File: src/rtl/irq_agg_pkg.sv
package irq_agg_pkg;

  // Register word addresses (decoded by the top; bench relies on them)
  localparam int ADDR_CTRL = 0;
  localparam int ADDR_STAT = 1;
  localparam int ADDR_CFG0 = 2;

  typedef enum logic [1:0] {
    REG_CTRL,
    REG_STAT,
    REG_CFG,
    REG_NONE
  } reg_kind_e;

  function automatic reg_kind_e decode_kind(input int addr, input int n_cfg);
    if (addr == ADDR_CTRL)                                    return REG_CTRL;
    else if (addr == ADDR_STAT)                               return REG_STAT;
    else if (addr >= ADDR_CFG0 && addr < ADDR_CFG0 + n_cfg)   return REG_CFG;
    else                                                      return REG_NONE;
  endfunction

endpackage

File: src/rtl/irq_agg_status.sv
module irq_agg_status #(
  parameter int          DATA_W     = 32,
  parameter logic [31:0] VALID_MASK = 32'hF000_80FF
) (
  input  logic              clk,
  input  logic              rst,
  input  logic [DATA_W-1:0] hw_vec,    // hardware levels already at their bit positions
  input  logic [DATA_W-1:0] sw_set,    // software bits to raise this cycle
  input  logic              ack_wr,    // acknowledge write strobe
  input  logic [DATA_W-1:0] ack_keep,  // bits written as 1 survive the acknowledge
  output logic [DATA_W-1:0] stat_q,
  output logic [DATA_W-1:0] stat_d
);

  localparam logic [DATA_W-1:0] VMASK = VALID_MASK[DATA_W-1:0];

  logic [DATA_W-1:0] kept;

  always_comb begin
    kept   = ack_wr ? (stat_q & ack_keep) : stat_q;
    stat_d = (kept | hw_vec | sw_set) & VMASK;
  end

  always_ff @(posedge clk) begin
    if (rst) stat_q <= '0;
    else     stat_q <= stat_d;
  end

  // without an acknowledge no set bit is lost
  a_r3_sticky: assert property (@(posedge clk) disable iff (rst)
    !ack_wr |=> ((stat_q & $past(stat_q)) == $past(stat_q)));

  // an active hardware level is always present next cycle, even across an acknowledge
  a_r5_hw_level_wins: assert property (@(posedge clk) disable iff (rst)
    (hw_vec != '0) |=> ((stat_q & $past(hw_vec & VMASK)) == $past(hw_vec & VMASK)));

  // software bits appear the cycle after the control write
  a_r6_sw_sets: assert property (@(posedge clk) disable iff (rst)
    (sw_set != '0) |=> ((stat_q & $past(sw_set & VMASK)) == $past(sw_set & VMASK)));

  // acknowledging with zero and no sources leaves an empty word
  a_r4_ack_clears: assert property (@(posedge clk) disable iff (rst)
    (ack_wr && ack_keep == '0 && hw_vec == '0 && sw_set == '0) |=> (stat_q == '0));

  // reserved positions never hold a one
  a_r7_reserved_zero: assert property (@(posedge clk) disable iff (rst)
    ((stat_q & ~VMASK) == '0));

endmodule

File: src/rtl/irq_agg_route.sv
module irq_agg_route #(
  parameter int DATA_W = 32,
  parameter int N_OUT  = 8
) (
  input  logic                          clk,
  input  logic                          rst,
  input  logic [N_OUT-1:0]              cfg_we,
  input  logic [DATA_W-1:0]             cfg_wdata,
  input  logic [DATA_W-1:0]             stat_q,
  input  logic [DATA_W-1:0]             stat_d,
  output logic [N_OUT-1:0][DATA_W-1:0]  cfg_q,
  output logic [N_OUT-1:0]              irq_q
);

  for (genvar k = 0; k < N_OUT; k++) begin : g_out
    logic [DATA_W-1:0] cfg_d;

    always_comb cfg_d = cfg_we[k] ? cfg_wdata : cfg_q[k];

    always_ff @(posedge clk) begin
      if (rst) begin
        cfg_q[k] <= '0;
        irq_q[k] <= 1'b0;
      end else begin
        cfg_q[k] <= cfg_d;
        irq_q[k] <= |(stat_d & cfg_d);   // next-state terms: output moves with the registers
      end
    end

    // registered output always agrees with the registered status and mask
    a_r9_out_matches: assert property (@(posedge clk) disable iff (rst)
      irq_q[k] == |(stat_q & cfg_q[k]));

    // an all-zero mask write silences the output at once
    a_r10_mask_off: assert property (@(posedge clk) disable iff (rst)
      (cfg_we[k] && cfg_wdata == '0) |=> !irq_q[k]);
  end

endmodule

File: src/rtl/irq_agg_top.sv
module irq_agg_top
  import irq_agg_pkg::*;
#(
  parameter int DATA_W   = 32,
  parameter int ADDR_W   = 4,
  parameter int N_OUT    = 8,
  parameter int N_HW     = 8,
  parameter int GPIO_POS = 15,
  parameter int SW_LSB   = 28,
  parameter int N_SW     = 4
) (
  input  logic              clk,
  input  logic              rst,
  input  logic [ADDR_W-1:0] bus_addr,
  input  logic              bus_wr,
  input  logic [DATA_W-1:0] bus_wdata,
  output logic [DATA_W-1:0] bus_rdata,
  input  logic [N_HW-1:0]   hw_irq,
  input  logic              gpio_irq,
  output logic [N_OUT-1:0]  irq_out
);

  localparam int IDX_W = (N_OUT > 1) ? $clog2(N_OUT) : 1;
  localparam logic [DATA_W-1:0] HW_MASK   = DATA_W'((64'd1 << N_HW) - 64'd1);
  localparam logic [DATA_W-1:0] GPIO_MASK = DATA_W'(64'd1 << GPIO_POS);
  localparam logic [DATA_W-1:0] SW_MASK   = DATA_W'(((64'd1 << N_SW) - 64'd1) << SW_LSB);
  localparam logic [DATA_W-1:0] VALID     = HW_MASK | GPIO_MASK | SW_MASK;

  reg_kind_e         kind;
  logic [DATA_W-1:0] hw_vec, sw_set, stat_q, stat_d;
  logic              ack_wr;
  logic [N_OUT-1:0]  cfg_we;
  logic [N_OUT-1:0][DATA_W-1:0] cfg_q;
  logic [ADDR_W-1:0] cfg_off;
  logic [DATA_W-1:0] rd_mux;

  always_comb begin
    kind    = decode_kind(int'(bus_addr), N_OUT);
    hw_vec  = (DATA_W'(hw_irq) & HW_MASK) | (gpio_irq ? GPIO_MASK : '0);
    sw_set  = (bus_wr && kind == REG_CTRL) ? (bus_wdata & SW_MASK) : '0;
    ack_wr  = bus_wr && kind == REG_STAT;
    cfg_off = bus_addr - ADDR_W'(ADDR_CFG0);
  end

  for (genvar k = 0; k < N_OUT; k++) begin : g_we
    assign cfg_we[k] = bus_wr && (bus_addr == ADDR_W'(ADDR_CFG0 + k));
  end

  irq_agg_status #(.DATA_W(DATA_W), .VALID_MASK(32'(VALID))) u_status (
    .clk(clk), .rst(rst), .hw_vec(hw_vec), .sw_set(sw_set),
    .ack_wr(ack_wr), .ack_keep(bus_wdata), .stat_q(stat_q), .stat_d(stat_d)
  );

  irq_agg_route #(.DATA_W(DATA_W), .N_OUT(N_OUT)) u_route (
    .clk(clk), .rst(rst), .cfg_we(cfg_we), .cfg_wdata(bus_wdata),
    .stat_q(stat_q), .stat_d(stat_d), .cfg_q(cfg_q), .irq_q(irq_out)
  );

  always_comb begin
    unique case (kind)
      REG_STAT: rd_mux = stat_q;
      REG_CFG:  rd_mux = cfg_q[cfg_off[IDX_W-1:0]];
      default:  rd_mux = '0;
    endcase
  end

  always_ff @(posedge clk) begin
    if (rst) bus_rdata <= '0;
    else     bus_rdata <= rd_mux;
  end

  // control address reads as zero
  a_r6_ctrl_reads_zero: assert property (@(posedge clk) disable iff (rst)
    (kind == REG_CTRL) |=> (bus_rdata == '0));

  // unmapped addresses read as zero
  a_r11_hole_reads_zero: assert property (@(posedge clk) disable iff (rst)
    (kind == REG_NONE) |=> (bus_rdata == '0));

  // a status read returns the pre-edge status word
  a_r11_stat_read: assert property (@(posedge clk) disable iff (rst)
    (kind == REG_STAT) |=> (bus_rdata == $past(stat_q)));

endmodule

File: config.mk
export PLATFORM = sky130hd
export DESIGN_NAME = irq_agg_top
export DESIGN_NICKNAME = d
export VERILOG_FILES = /design/src/rtl/irq_agg_pkg.sv /design/src/rtl/irq_agg_status.sv /design/src/rtl/irq_agg_route.sv /design/src/rtl/irq_agg_top.sv
export SDC_FILE = /design/constraint.sdc
export NUM_CORES = 1
export LEC_CHECK = 0
export ABC_AREA = 1
export CELL_PAD_IN_SITES_DETAIL_PLACEMENT = 1
export CELL_PAD_IN_SITES_GLOBAL_PLACEMENT = 1
export CORE_AREA = 2 2 190 192
export DETAILED_ROUTE_END_ITERATION = 8
export DIE_AREA = 0 0 192 194
export PLACE_DENSITY = 0.74
export SYNTH_ARGS = -nofsm -noshare
export SYNTH_HDL_FRONTEND = slang
export SYNTH_SLANG_ARGS = --single-unit
File: constraint.sdc
create_clock -name clk -period 3.7 [get_ports clk]
set_input_delay 0.74 -clock clk [delete_from_list [all_inputs] [get_ports clk]]
set_output_delay 0.74 -clock clk [all_outputs]
set_load 0.1 [all_outputs]
After elaboration in Yosys (flattened, before gate mapping) --
Index checks and enable logic that the tools add are counted.
Operators by class: magnitude comparators 3, bitwise gates (word level) 12, reduce and logical (&&, ||, !) cells 21, equality and inequality tests 11, muxes and demuxes 17, $add $sub $neg 1
Operator list (count):
- 32-bit 2-to-1 mux | 11
- 32-bit bitwise AND | 9
- 32-bit OR reduction | 8
- 32-bit binary-select mux with 3-bit select | 1
- 32-bit case mux with 2 select lines | 1
- 32-bit by 16-bit bitwise OR with 32-bit output | 1
- 32-bit bitwise OR | 1
- 4-bit by 3-bit == test with 1-bit output, second input constant | 4
- 16-bit 2-to-1 mux | 1
- 8-bit by 16-bit bitwise OR with 16-bit output | 1
- 4-bit by 2-bit == test with 1-bit output, second input constant | 3
- 1-bit logical AND | 11
- 4-bit == test, second input constant | 2
- 4-bit by 2-bit >= comparator with 1-bit output, second input constant | 1
- 4-bit zero test | 1
- 3-bit by 4-bit < comparator with 1-bit output, second input constant | 1
- 4-bit < comparator, second input constant | 1
- 2-bit 2-to-1 mux | 2
- 3-bit by 2-bit subtractor with 3-bit output, second input constant | 1
- 2-bit by 1-bit == test with 1-bit output, second input constant | 1
- 2-bit == test, second input constant | 1
- 2-bit zero test | 1
- 1-bit 2-to-1 mux | 1
Word-level totals: output and inout bits 40, word-level logic and storage cells 84, bits in registers 328, input bits 48

Depth between registers and ports, before layout --
Gate-level depths: netlist of the first run.
depth after elaboration 12, depth in mapped cells 18

Modules after synthesis --
A second synthesis of the first run with hierarchy kept.
Unflattened totals: cells, all modules 3320, area total of the unflattened synthesis 18714.2 µm²
Modules (own cells, without submodules):
- irq_agg_route | seq. area each 5285.1 µm², cells each 2069, times used 1, area each 12882.4 µm²
- irq_agg_top | seq. area each 640.6 µm², cells each 1119, times used 1, area each 4916.0 µm²
- irq_agg_status | seq. area each 260.2 µm², cells each 132, times used 1, area each 915.9 µm²

Worst setup path after synthesis of the first run --
No wires, ideal clock.
path kind input-to-reg, start point input bus_addr[2], end point register u_route.irq_q[3], data required time 3.572 ns, buffers on the path 3, library setup time 0.128 ns, path slack 0.750 ns, stages on the path 16, arrival time 2.823 ns, path through buf_4 nor2_2 clkbuf_1 inv_1 nor2_1 ha_1 nand2_1 clkbuf_1 o21ai_0 nand2_1 nand3_1 nand2_1 nor2_1 nand2_1 nor2_1 nor2_1
Between the ends: longest elaborated chain between the ends 12
RTL lines:
- from (decl) | RTL line irq_agg_top.sv:14 | input logic [ADDR_W-1:0] bus_addr,
- 4-bit by 2-bit >= comparator with 1-bit output / 4-bit < comparator (equally long branches) | RTL line irq_agg_pkg.sv:18 | else if (addr >= ADDR_CFG0 && addr < ADDR_CFG0 + n_cfg) return REG_CFG;
- 1-bit logical AND | RTL line irq_agg_pkg.sv:18
- 1-bit 2-to-1 mux | RTL line irq_agg_pkg.sv:18
- 2-bit 2-to-1 mux | RTL line irq_agg_pkg.sv:17 | else if (addr == ADDR_STAT) return REG_STAT;
- 2-bit 2-to-1 mux | RTL line irq_agg_pkg.sv:16 | if (addr == ADDR_CTRL) return REG_CTRL;
- 2-bit by 1-bit == test with 1-bit output | RTL line irq_agg_top.sv:41 | ack_wr = bus_wr && kind == REG_STAT;
- 1-bit logical AND | RTL line irq_agg_top.sv:41
- 32-bit 2-to-1 mux | RTL line irq_agg_status.sv:20 | kept = ack_wr ? (stat_q & ack_keep) : stat_q;
- 32-bit by 16-bit bitwise OR with 32-bit output | RTL line irq_agg_status.sv:21 | stat_d = (kept | hw_vec | sw_set) & VMASK;
- 32-bit bitwise OR | RTL line irq_agg_status.sv:21
- 32-bit bitwise AND * | RTL line irq_agg_route.sv:26 | irq_q[k] <= |(stat_d & cfg_d);
- 32-bit OR reduction * | RTL line irq_agg_route.sv:26
- to (signal, indexed assignment) | RTL line irq_agg_route.sv:26
- to (decl) | RTL line irq_agg_route.sv:12 | output logic [N_OUT-1:0] irq_q
Every way passes the cells marked *; elsewhere a longest branch is shown, timed or not. A chain may end at the register's enable or synchronous reset.

Worst setup path in the final report of the first run --
start point input bus_addr[3], end point register u_route.irq_q[6]
Same word-level chain as after synthesis.

==> run_results.csv, run 1 <==
group,metric,value,unit
grt,busiest_layer,"met2",
finish,multi_input_area,6330,sq um
timing,slew_headroom,31.2,%
grt,use_met1,38.6,%
detailed_routing,wl_per_cell,21.2,microns
power_and_ir_drop,cellLeakagePower,0.00721,uW
grt,grt_pass1_wl,85800,microns
logic_synthesis,ys_seq_area_share,44.3,%
power_and_ir_drop,ir_worst_vdd,337,uV
logic_synthesis,synth.distinct_cells,33,
logic_synthesis,synth_top_area_cell,"dfxtp_1",
timing,fmax,0.309,GHz
detailed_routing,drt_iter0_drc,888,
timing,hold_violations,0,
grt,antenna_found_initial,0,
die,start_util,39.6,%
power_and_ir_drop,report.power.total,8320,uW
logic_synthesis,syn_nets,2125,
logic_synthesis,ys_top_cells_by_count,"nand2_1 (517), dfxtp_1 (309), nor2_1 (294)",
timing,worst_pin_slew,1030,ps
logic_synthesis,synthSimpleGateAreaFrac,28.3,%
clocking,cts_hold_buffers,0,
finish,drive_above_1_share,7.06,%
detailed_routing,drt-total-wl,55700,microns
clocking,worstSkewPairLatency,540,ps
logic_synthesis,syn_inst,2074,
job,maxCapViolCount,0,
setup_path,end_kind,"flip-flop",
timing,setup_ws,460,ps
die,die_area,37200,sq um
detailed_routing,drtAntennaViolNets,0,
grt,grt_max_degree,79,
finish,nets,2194,
finish,nFillCells,4544,
timing,fin_skew,24.3,ps
logic_synthesis,muxShareOfSynthArea,0,%
setup_path,worstPathArrival,3630,ps
place,dp_hpwl,37100,microns
logic_synthesis,synth.most_common_cell,"nand2_1",
die,rows,69,
place,pre_cts_slack,35.5,ps
clocking,cts_resized,0,
die,die-width,192,microns
die,die_y,194,microns
finish,diodes,0,
logic_synthesis,synth_ff_type,"dfxtp_1",
place,portBuffers,87,
run_status,status,"finished, final reports clean",
logic_synthesis,synth_top_area_share,44.3,%
detailed_routing,via_per_inst,5.42,
timing,tns,0,ps
setup_path,worstPathRequired,4090,ps
setup_path,worstSetupPathType,"in -> reg",
detailed_routing,drc,0,
die,ioPinCount,88,
timing,period_share,87.6,%
logic_synthesis,synth-edff-count,0,
grt,grt_pass1_vias,14700,
clocking,clockRootBuffer,"clkbuf_16",
timing,setup_viol,0,
timing,min_period,3240,ps
worst_hold_path,hold_path_class,"reg -> reg",
die,core_area,35200,sq um
clocking,clkTransAtPathRegs,60,ps
grt,track_usage,30.1,%
setup_path,crit_start,"bus_addr[3]",
place,place_area,15500,sq um
setup_path,crit_path_start_kind,"input port",
timing,rsz0062_at_grt,"no",
logic_synthesis,synth.avg_cell_area,6.73,sq um
detailed_routing,num_vias,14200,
timing,holdWs,452,ps
logic_synthesis,yosysWarnings,0,
logic_synthesis,synth-async-reset-ratio,0,%
logic_synthesis,syn_area,14000,sq um
logic_synthesis,synth-compound-area-share,16.2,%
finish,area_growth,19.8,%
finish,final_area,16700,sq um
clocking,clkSinkCount,309,
grt,met3_usage,3.84,%
setup_path,crit_fanout,12,
clocking,cts-htree-levels,2,
clocking,cts.path.max_buffers,3,
detailed_routing,drt_pre_antenna_iters,5,
timing,slew_viol_final,0,
setup_path,timing.rr.start,"u_status.stat_q[28]$_SDFF_PP0_",
grt,grt_use_met2,51.3,%
power_and_ir_drop,powerDensity,498,nW/um^2
logic_synthesis,synth_xor_area_share,0.125,%
logic_synthesis,synth_area_leaders,"dfxtp_1 (44%), nand2_1 (14%), nor2_1 (7.9%)",
finish,seq_area,6190,sq um
clocking,post_cts_buffers,0,
logic_synthesis,ys_ff_latch,309,
clocking,cts_tree,"built",
clocking,cts_buffers,37,
logic_synthesis,synth_top_family_by_area,"simple AND/OR/NAND/NOR gates",
place,globalplace.congestion,0.903,
worst_hold_path,min_from,"u_route.cfg_q[148]$_SDFFE_PP0P_",
grt,grt_overflow,0,
logic_synthesis,synthAdderAreaFrac,0.269,%
-- flip-flops by register name, indices dropped and copies added (netlist names) --
| register | cells |
|---|---|
| u_route.cfg_q | 256 |
| bus_rdata | 32 |
| u_status.stat_q | 13 |
| u_route.irq_q | 8 |
-- final cells by class --
| type | instances | share of cell area, % |
|---|---|---|
| inverters | 253 | 5.68 |
| repair buffers | 153 | 8.59 |
| flip-flops and latches | 309 | 37.0 |
| well taps | 461 | 3.45 |
| clock buffers | 53 | 6.75 |
| multi-input cells | 1389 | 37.9 |
| clock inverters | 11 | 0.666 |
-- where the power goes --
part | switching, uW | internal [uW] | total (uW)
clock | 1460 | 2250 | 3720
sequential | 41.4 | 3430 | 3470
combinational | 827 | 308 | 1130
total | 2330 | 5990 | 8320
-- through the flow --
stage	utilization, %	cells
after CTS	47.5	2629
after global routing	47.5	2629
after detailed placement	44.0	2565
after global placement	44.0	2565
final	47.5	2629
after floorplan	-	2074
-- metal layers --
layer | share of wire [%] | vias to the layer above
li1 | - | 6773
met1 | 44 | 6967
met2 | 48 | 397
met3 | 4.8 | 110
met4 | 3.6 | 0
met5 | 0 | -
-- placed cells by master (no fill, tap or decap), types with 39 or more instances in the layout --
cell type | synthesis | routed
o21ai_0 | 177 | 177
nand2_1 | 517 | 517
a21oi_1 | 118 | 118
clkbuf_16 | 0 | 39
dfxtp_1 | 309 | 309
buf_4 | 8 | 62
nand3_1 | 113 | 111
inv_1 | 248 | 247
clkdlybuf4s50_1 | 0 | 85
nor2_1 | 294 | 292
-- final timing paths --
path,to,slack [ps],cells past startpoint
worst min register to register,u_route.cfg_q[148]$_SDFFE_PP0P_,450,2
worst max-delay path,u_route.irq_q[6]$_SDFF_PP0_,460,15
worst max register to register,u_route.irq_q[6]$_SDFF_PP0_,2150,8
worst min-delay path,u_route.cfg_q[148]$_SDFFE_PP0P_,450,2
-- cells by family after synthesis --
logic type | Yosys count
buffers and inverters | 376
adders and majority gates | 3
xor gates and xnor gates | 2
DFF | 309
and+or+nand+nor | 978
AOI/OAI and AO/OA | 406
-- critical path, stage by stage --
cell and delay [ps]:
clkdlybuf4s50_1 610, nor2_2 230, inv_1 70, nor2_1 210
ha_1 240, nand2_1 60, buf_4 220, o21ai_0 250
nand2_1 310, nand3_1 190, nand2_1 80, nor2_1 110
nand2_1 130, nor2_1 130, nor2_1 40
Note: power is estimated with default switching activity, not from simulation.
==> inputs of run 2 (changes only) <==
CORE_AREA = 2 2 219 221   (was 2 2 190 192)
DIE_AREA = 0 0 221 223   (was 0 0 192 194)
PLACE_DENSITY = 0.58   (was 0.74)
SLEW_MARGIN = 20   (was unset)
==> run_results.csv, run 2 (synthesized netlist as in run 1, its figures left out) <==
group,metric,value,unit
clocking,post_cts_buffers,0,
worst_hold_path,min_from,"u_route.cfg_q[209]$_SDFFE_PP0P_",
clocking,cts_resized,0,
timing,worst_pin_slew,1020,ps
grt,grt_pass1_vias,14400,
detailed_routing,drc,0,
finish,top_regs,"u_route.cfg_q: 256 flops, bus_rdata: 32 flops, u_status.stat_q: 13 flops",
finish,area_growth,22.0,%
clocking,cts_buffers,40,
detailed_routing,drtAntennaViolNets,0,
finish,seq_area,6190,sq um
place,pre_cts_slack,56.0,ps
timing,setup_viol,0,
setup_path,worstPathRequired,4140,ps
finish,largest-register,"u_route.cfg_q",
finish,drive_above_1_share,7.31,%
finish,nFillCells,5915,
setup_path,reg2reg_setup_slack,2080,ps
detailed_routing,drt_iter0_drc,714,
die,ioPinCount,88,
detailed_routing,via_per_inst,5.04,
setup_path,timing.rr.start,"u_status.stat_q[30]$_SDFF_PP0_",
clocking,cts_hold_buffers,0,
setup_path,crit_start,"bus_addr[2]",
timing,setup_ws,650,ps
timing,fmax,0.328,GHz
power_and_ir_drop,ir_worst_vdd,315,uV
finish,nets,2196,
clocking,cts.path.max_buffers,3,
clocking,clkSinkCount,309,
die,core_area,47100,sq um
grt,grt_pass1_wl,89500,microns
finish,mostFrequentLayoutCells,"nand2_1 (517), dfxtp_1 (309), nor2_1 (291), inv_1 (247), o21ai_0 (177)",
clocking,worstSkewPairLatency,570,ps
place,globalplace.congestion,0.838,
place,dp_hpwl,39300,microns
setup_path,worstPathArrival,3490,ps
clocking,clockRootBuffer,"clkbuf_16",
place,dp_cells,2718,
grt,grt_overflow,0,
timing,holdWs,451,ps
setup_path,crit_fanout,12,
timing,tns,0,ps
setup_path,end_kind,"flip-flop",
timing,slew_viol_final,0,
timing,slew_headroom,31.8,%
grt,grt_max_degree,89,
finish,diodes,0,
timing,fin_skew,11.7,ps
detailed_routing,drt-total-wl,59300,microns
die,die-width,221,microns
grt,track_usage,23.8,%
power_and_ir_drop,powerDensity,502,nW/um^2
clocking,cts-htree-levels,2,
finish,final_common_cell,"nand2_1",
clocking,clkTransAtPathRegs,60,ps
finish,largest_register_ffs,256,
timing,period_share,82.4,%
power_and_ir_drop,cellLeakagePower,0.00727,uW
finish,multi_input_area,6330,sq um
die,rows,80,
timing,min_period,3050,ps
setup_path,worstSetupPathType,"in -> reg",
grt,antenna_found_initial,2,
die,die_y,223,microns
place,place_area,15700,sq um
worst_hold_path,hold_path_class,"reg -> reg",
die,start_util,29.6,%
job,maxCapViolCount,0,
detailed_routing,wl_per_cell,21.3,microns
finish,final_area,17000,sq um
finish,stdcell_count,2791,
place,portBuffers,87,
timing,hold_violations,0,
die,die_area,49300,sq um
detailed_routing,drt_pre_antenna_iters,5,
run_status,status,"finished, final reports clean",
setup_path,crit_path_start_kind,"input port",
detailed_routing,num_vias,14100,
timing,rsz0062_at_grt,"no",
clocking,cts_tree,"built",
==> run 2: cell count changes in the layout (fill, tap and decap cells not counted), moves of 2 or more <==
cell	previous run	this run
buf_12	6	9
buf_4	62	57
clkbuf_16	39	41
clkinv_2	7	14
clkbuf_1	4	6
inv_16	0	2
==> run 2: path summary, 6_finish.rpt <==
check / cells past startpoint / endpoint
worst max register to register: 8 / u_route.irq_q[0]$_SDFF_PP0_
worst min register to register: 2 / u_route.cfg_q[209]$_SDFFE_PP0P_
worst max-delay path: 15 / u_route.irq_q[0]$_SDFF_PP0_
worst min-delay path: 2 / u_route.cfg_q[209]$_SDFFE_PP0P_
==> run 2: routing by layer <==
metal / GRT usage (%) / wire length, microns
met1: 30.3 / 26500
met2: 40.9 / 28200
met3: 3.40 / 2570
met4: 8.88 / 1950
met5: 0 / 16
==> run 2: final cells by class <==
type	instances	share of cell area, %
clock inverter	16	0.793
tap	615	4.52
inverter	253	5.58
multi-input combinational	1389	37.2
timing repair buffer	152	8.62
sequential	309	36.3
clock buffer	57	6.96
==> run 2: per-stage QoR <==
stage / utilization (%) / total power [uW]
floorplan: - / 4230
global placement: 33.3 / 4690
detailed placement: 33.3 / 4700
CTS: 36.1 / 8670
global route: 36.1 / 8910
finish: 36.1 / 8560
==> run 2: power by group <==
group,internal [uW],switching (uW)
registers,3430,41.2
clock network,2320,1610
logic,313,845
==> run 2: worst max-delay path, cell delays in order <==
cell and delay [ps]:
clkdlybuf4s50_1 540, nor2_2 170, inv_1 80, o22ai_1 180
ha_1 210, nand2_1 90, buf_12 170, o21ai_0 210
nand2_1 300, nand3_1 280, nand2_1 80, nor2_1 160
nand2_1 130, nor2_1 110, nor2_1 40
